--- src/rtl/clkout_pkg.sv ---
package clkout_pkg;
  typedef enum logic {
    PIN_ENABLE    = 1'b0,
    PIN_POWERDOWN = 1'b1
  } pin_fn_e;
endpackage

--- src/rtl/clkout_sync.sv ---
module clkout_sync #(
  parameter int STAGES = 2
) (
  input  logic clk,
  input  logic rst_n,
  input  logic d,
  output logic q,
  output logic valid
);
  logic [STAGES-1:0] data_q, data_d;
  logic [STAGES-1:0] fill_q, fill_d;

  generate
    if (STAGES == 1) begin : g_one
      always_comb begin
        data_d = d;
        fill_d = 1'b1;
      end
    end else begin : g_many
      always_comb begin
        data_d = {data_q[STAGES-2:0], d};
        fill_d = {fill_q[STAGES-2:0], 1'b1};
      end
    end
  endgenerate

  always_ff @(posedge clk or negedge rst_n) begin
    if (!rst_n) begin
      data_q <= '0;
      fill_q <= '0;
    end else begin
      data_q <= data_d;
      fill_q <= fill_d;
    end
  end

  assign q     = data_q[STAGES-1];
  assign valid = fill_q[STAGES-1];
endmodule

--- src/rtl/clkout_relock.sv ---
module clkout_relock #(
  parameter int LOCK_CYCLES = 1024
) (
  input  logic clk,
  input  logic rst_n,
  input  logic hold,
  output logic waiting
);
  localparam int CW = $clog2(LOCK_CYCLES + 1);

  logic [CW-1:0] cnt_q, cnt_d;
  logic          cnt_en;

  always_comb begin
    cnt_en = hold || (cnt_q != '0);
    cnt_d  = cnt_q;
    if (hold)
      cnt_d = CW'(LOCK_CYCLES);
    else if (cnt_q != '0)
      cnt_d = cnt_q - CW'(1);
  end

  always_ff @(posedge clk or negedge rst_n) begin
    if (!rst_n)
      cnt_q <= '0;
    else if (cnt_en)
      cnt_q <= cnt_d;
  end

  assign waiting = (cnt_q != '0);
endmodule

--- src/rtl/clkout_gate.sv ---
module clkout_gate
  import clkout_pkg::*;
(
  input  logic src_clk,
  input  logic rst_n,
  input  logic cfg_pd_mode,
  input  logic cfg_sync,
  input  logic pin_raw,
  input  logic pin_s,
  input  logic pin_s_valid,
  input  logic lock_wait,
  output logic clk_out,
  output logic pad_oe,
  output logic standby_req
);
  pin_fn_e fn;
  logic    is_pd;

  logic    hold_q, hold_d;
  logic    run_q, run_d;
  logic    en_async, en_sync;
  logic    sb_async, sb_sync;

  assign fn    = pin_fn_e'(cfg_pd_mode);
  assign is_pd = (fn == PIN_POWERDOWN);

  // commit point for synchronous mode: falling edge, clock low
  always_comb begin
    hold_d = pin_s_valid ? pin_s : hold_q;
    run_d  = pin_s_valid & pin_s & ~lock_wait;
  end

  always_ff @(negedge src_clk or negedge rst_n) begin
    if (!rst_n) begin
      hold_q <= 1'b1;
      run_q  <= 1'b0;
    end else begin
      hold_q <= hold_d;
      run_q  <= run_d;
    end
  end

  always_comb begin
    en_async = rst_n & pin_raw & ~lock_wait;
    sb_async = rst_n & is_pd & ~pin_raw;
    en_sync  = run_q;
    sb_sync  = is_pd & ~hold_q;
  end

  assign pad_oe      = cfg_sync ? en_sync : en_async;
  assign standby_req = cfg_sync ? sb_sync : sb_async;
  assign clk_out     = src_clk & pad_oe;
endmodule

--- src/rtl/clkout_ctl.sv ---
module clkout_ctl #(
  parameter int LOCK_CYCLES = 1024,
  parameter int SYNC_STAGES = 2
) (
  input  logic src_clk,
  input  logic rst_n,
  input  logic ctl_pin,
  input  logic cfg_pd_mode,
  input  logic cfg_sync,
  output logic clk_out,
  output logic pad_oe,
  output logic standby_req,
  output logic relock_busy
);
  logic pin_s;
  logic pin_s_valid;
  logic lock_wait;
  logic sb_int;

  clkout_sync #(.STAGES(SYNC_STAGES)) u_sync (
    .clk   (src_clk),
    .rst_n (rst_n),
    .d     (ctl_pin),
    .q     (pin_s),
    .valid (pin_s_valid)
  );

  clkout_relock #(.LOCK_CYCLES(LOCK_CYCLES)) u_relock (
    .clk     (src_clk),
    .rst_n   (rst_n),
    .hold    (sb_int),
    .waiting (lock_wait)
  );

  clkout_gate u_gate (
    .src_clk     (src_clk),
    .rst_n       (rst_n),
    .cfg_pd_mode (cfg_pd_mode),
    .cfg_sync    (cfg_sync),
    .pin_raw     (ctl_pin),
    .pin_s       (pin_s),
    .pin_s_valid (pin_s_valid),
    .lock_wait   (lock_wait),
    .clk_out     (clk_out),
    .pad_oe      (pad_oe),
    .standby_req (sb_int)
  );

  assign standby_req = sb_int;
  assign relock_busy = lock_wait & ~sb_int;
endmodule

--- config.mk ---
export PLATFORM = sky130hd
export DESIGN_NAME = clkout_ctl
export DESIGN_NICKNAME = d
export VERILOG_FILES = /design/src/rtl/clkout_pkg.sv /design/src/rtl/clkout_sync.sv /design/src/rtl/clkout_relock.sv /design/src/rtl/clkout_gate.sv /design/src/rtl/clkout_ctl.sv
export SDC_FILE = /design/constraint.sdc
export NUM_CORES = 1
export LEC_CHECK = 0
export ABC_AREA = 1
export ABC_CLOCK_PERIOD_IN_PS = 2650
export BUFFER_PORTS_ARGS = -buffer_cell sky130_fd_sc_hd__buf_2
export CAP_MARGIN = 10
export CORE_MARGIN = 10
export CORE_UTILIZATION = 40
export CTS_CLUSTER_DIAMETER = 150
export DETAILED_ROUTE_END_ITERATION = 16
export SLEW_MARGIN = 15
export SYNTH_ARGS = -nofsm -noshare
export SYNTH_HDL_FRONTEND = slang
export SYNTH_SLANG_ARGS = --single-unit
--- constraint.sdc ---
create_clock -name src_clk -period 2.65 [get_ports src_clk]
set_clock_uncertainty 0.05 [all_clocks]
set_input_delay 0.265 -clock src_clk [delete_from_list [all_inputs] [get_ports src_clk]]
set_output_delay 0.265 -clock src_clk [all_outputs]
set_load 0.1 [all_outputs]
Yosys cells after proc, flatten, opt, wreduce, memory -nomap -nowiden --
Index checks and enable logic that the tools add are counted.
Word-level totals: register bits after elaboration 17
Operators by class: add/sub/neg operators 1, bitwise logic cells 13, reductions and logical operators 4, muxes and demuxes 4
Operator list (number):
- $mux W11 | 2
- $reduce_bool A11 Y1 | 1
- $sub A11 B1 Y11 const B | 1
- $and A1 B1 Y1 | 9
- $not A1 Y1 | 4
- $mux W1 | 2
- $reduce_and A2 Y1 | 1
- $reduce_bool A2 Y1 | 1
- $logic_or A1 B1 Y1 | 1

Longest topological paths before layout --
depth in word-level cells 5, depth in mapped cells 9, mapped depth without buffers 9

Cells and area by module --
A second synthesis with hierarchy kept.
Unflattened totals: cells, all modules 109, area total of the unflattened synthesis 893.4 µm²
By module, submodules not included:
- clkout_relock | times used 1, cells each 84, area each 658.1 µm², seq. area each 275.3 µm²
- clkout_gate | times used 1, cells each 18, area each 121.4 µm², seq. area each 51.3 µm²
- clkout_sync | times used 1, cells each 5, area each 103.8 µm², seq. area each 100.1 µm²
- clkout_ctl | times used 1, cells each 2, area each 10.0 µm², seq. area each 0.0 µm²

==> flow_summary_export.csv <==
group,metric,value,unit
drt,drtPass1Iterations,4,
clock_network,cts_tree,"built",
clock_network,ctsLongestPathBuffers,2,
floorplanning,ioPinCount,9,
drt,drc_errors,0,
power_and_ir_drop,p_clk_share,15.8,%
floorplanning,die_x,67.0,µm
drt,vias_per_cell,4.63,
global_routing,grt_pass1_wl,3190,µm
power_and_ir_drop,finalPower,1040,µW
setup_path,worstPathRequired,2.34,ns
clock_network,path_clk_slew,0.10,ns
power_and_ir_drop,vdd_ir_drop_max,0.510,mV
clock_network,cts_buffers,3,
status,outcome,"finished, violations left",
setup_path,crit_fanout,3,
global_routing,grt_overflow,0,
sta,hold_violations,0,
power_and_ir_drop,p_sw_share,44.3,%
synth,synthMuxAreaShare,0,%
final_layout,drive_gt1_share,30.5,%
synth,avgSynthCellArea,8.42,µm²
power_and_ir_drop,p_leak,0.000639,µW
final_layout,fin_util,57.7,%
global_routing,antenna_found_initial,0,
final_layout,fin_cells,155,
sta,setup_slack,-0.344,ns
setup_path,start_kind,"register",
drt,detail_route.wirelength,1710,µm
synth,yosysWarningCount,0,
floorplanning,core.rowCount,16,
sta,drv_slew,0,
synth,synth_compound_area_share,3.96,%
drt,first_iter_violations,14,
global_routing,grt_max_degree,12,
synth,synthAdderAreaFrac,1.41,%
setup_path,cp-end-kind,"output pin",
power_and_ir_drop,combinationalPowerShare,45.5,%
synth,synth_area,885,µm²
sta,fin_hold_ws,0.0536,ns
final_layout,final_net_count,135,
drt,drt-wirelength-per-cell,11.1,µm
drt,num_vias,718,
synth,synth_top_family_by_area,"simple AND/OR/NAND/NOR gates",
sta,setup_viol,4,
setup_path,crit_type,"reg -> out",
final_layout,antenna_cells,0,
power_and_ir_drop,p_seq_share,38.7,%
synth,syn_nets,111,
synth,synth-xor-area-share,1.98,%
floorplanning,die_area,4490,µm²
synth,synth_simple_gate_area_share,35.9,%
clock_network,clock-root-buffer,"clkbuf_4",
drt,ant_nets,0,
power_and_ir_drop,p_int,577,µW
floorplanning,die_h,67.0,µm
synth,postSynthCellCount,105,
synth,synth_cell_type_count,23,
place,gp_congestion,0.795,
global_routing,grt_use_total,9.14,%
worst_hold_path,min_path_type,"in -> reg",
place,io_buffer_count,8,
flow_run,cap_violations,0,
synth,yosysSeqAreaShare,48.2,%
place,placedCellCount,148,
status,violations,"negative setup slack",
clock_network,h-tree-depth,1,
synth,ys_ff_latch,17,
place,dp.final_hpwl,1350,µm
power_and_ir_drop,p_per_area,888,nW/µm²
sta,rsz0062_at_grt,"yes",
floorplanning,start_util,43.7,%
global_routing,grt_pass1_vias,731,
power_and_ir_drop,switchingPower,459,µW
setup_path,crit_arrival,2.68,ns
clock_network,clock_latency,0.35,ns
floorplanning,coreArea,2020,µm²
final_layout,synthToLayoutAreaGrowth,32.0,%
cell families (layout without fill, tap and decap cells):
logic type,count (synthesis),after routing
XOR/XNOR,2,2
AND/OR/NAND/NOR,59,59
buffers and inverters,19,42
flip-flops,17,17
other,1,1
AO/OA/AOI/OAI,6,6
adder cells (fa/ha/maj),1,1
metrics by stage:
stage	TNS, ns	setup WS (ns)	cell area (µm²)
finish	-0.944	-0.344	1170
global route	-1.27	-0.411	1170
CTS	-0.971	-0.340	1170
detailed placement	-0.0205	-0.0205	1080
global placement	-0.00363	-0.00363	1080
floorplan	-0.0575	-0.0444	906
cells in the final DEF (no fill, tap or decap), types with 2 or more instances in the layout:
cell type | Yosys | final
buf_12 | 0 | 4
nand3_1 | 8 | 8
inv_1 | 16 | 17
nand4_1 | 2 | 2
nand2_4 | 3 | 4
a21oi_1 | 3 | 2
nor2_1 | 11 | 11
xor2_1 | 2 | 2
buf_4 | 0 | 8
dfrtp_1 | 15 | 15
nor2_4 | 4 | 4
buf_2 | 0 | 4
nand2_2 | 1 | 2
clkbuf_4 | 0 | 3
nand2_1 | 26 | 24
routing by layer:
| layer | GRT usage, % | part of all wire, % |
|---|---|---|
| met1 | 11.0 | 43 |
| met2 | 13.4 | 51 |
| met3 | 2.84 | 3.9 |
| met4 | 6.41 | 2.5 |
| met5 | 0 | 0 |
sequential cells by signal (all words and copies together) (netlist names):
name and count:
u_sync.data_q 2, u_sync.fill_q 2, u_gate.en_sync 1, u_relock.cnt_q 11, u_gate.hold_q 1
what timing repair did:
item,CTS,global route
endpoints found under the hold margin,6,0
gates resized for setup,8,1
endpoints found under the setup margin,4,9
hold buffers,1,0
setup buffers,2,1
pin swaps,3,5
worst paths after layout:
kind | to | from | slack (ns) | cells past startpoint
max in group asynchronous | u_gate.hold_q$_DFFE_NN1P_ | rst_n | 0.73 | 2
min in group asynchronous | u_sync.data_q[1]$_DFF_PN0_ | rst_n | 0.29 | 2
min | u_sync.data_q[0]$_DFF_PN0_ | ctl_pin | 0.05 | 1
max reg2reg | u_relock.cnt_q[1]$_DFFE_PN0P_ | u_gate.hold_q$_DFFE_NN1P_ | 0.04 | 7
min reg2reg | u_sync.fill_q[1]$_DFF_PN0_ | u_sync.fill_q[0]$_DFF_PN0_ | 0.31 | 0
max | standby_req | u_gate.hold_q$_DFFE_NN1P_ | -0.34 | 5
critical path, stage by stage (launching register included):
cell,delay (ns)
dfstp_2,0.53
nand2_2,0.06
nand3_4,0.10
buf_6,0.11
inv_4,0.04
buf_12,0.15
final cells by class:
type | instances | area, µm²
Tap cell | 27 | 33.8
Inverter | 18 | 75.1
Timing Repair Buffer | 17 | 161
Multi-Input combinational cell | 69 | 415
Fill cell | 187 | 855
Sequential cell | 17 | 427
Clock inverter | 3 | 12.5
Clock buffer | 4 | 42.5
power groups by stage:
| stage | Sequential, µW | Combinational [µW] | Clock [µW] |
|---|---|---|---|
| floorplan | 393 | 372 | 17.5 |
| global placement | 404 | 456 | 17.6 |
| detailed placement | 409 | 467 | 17.6 |
| CTS | 403 | 479 | 170 |
| global route | 414 | 539 | 190 |
| finish | 402 | 471 | 164 |
cells in the mapped netlist:
| cell type | n | area (µm²) |
|---|---|---|
| nand2_1 | 26 | 97.6 |
| inv_1 | 16 | 60.1 |
| dfrtp_1 | 15 | 375 |
| nor2_1 | 11 | 41.3 |
| nand3_1 | 8 | 40.0 |
| nor2_4 | 4 | 45.0 |
| a21oi_1 | 3 | 15.0 |
| inv_2 | 3 | 11.3 |
| nand2_4 | 3 | 33.8 |
| nand4_1 | 2 | 12.5 |
| xor2_1 | 2 | 17.5 |
| conb_1 | 1 | 3.75 |
| dfrtn_1 | 1 | 25.0 |
| dfstp_2 | 1 | 26.3 |
| ha_1 | 1 | 12.5 |
| nand2_2 | 1 | 6.26 |
| nand3_2 | 1 | 10.0 |
| nor2_2 | 1 | 6.26 |
| nor2_8 | 1 | 20.0 |
| nor3_1 | 1 | 5.00 |
| o21ai_0 | 1 | 5.00 |
| o21bai_1 | 1 | 7.51 |
| o31ai_1 | 1 | 7.51 |
Note: power is estimated with default switching activity, not from simulation.
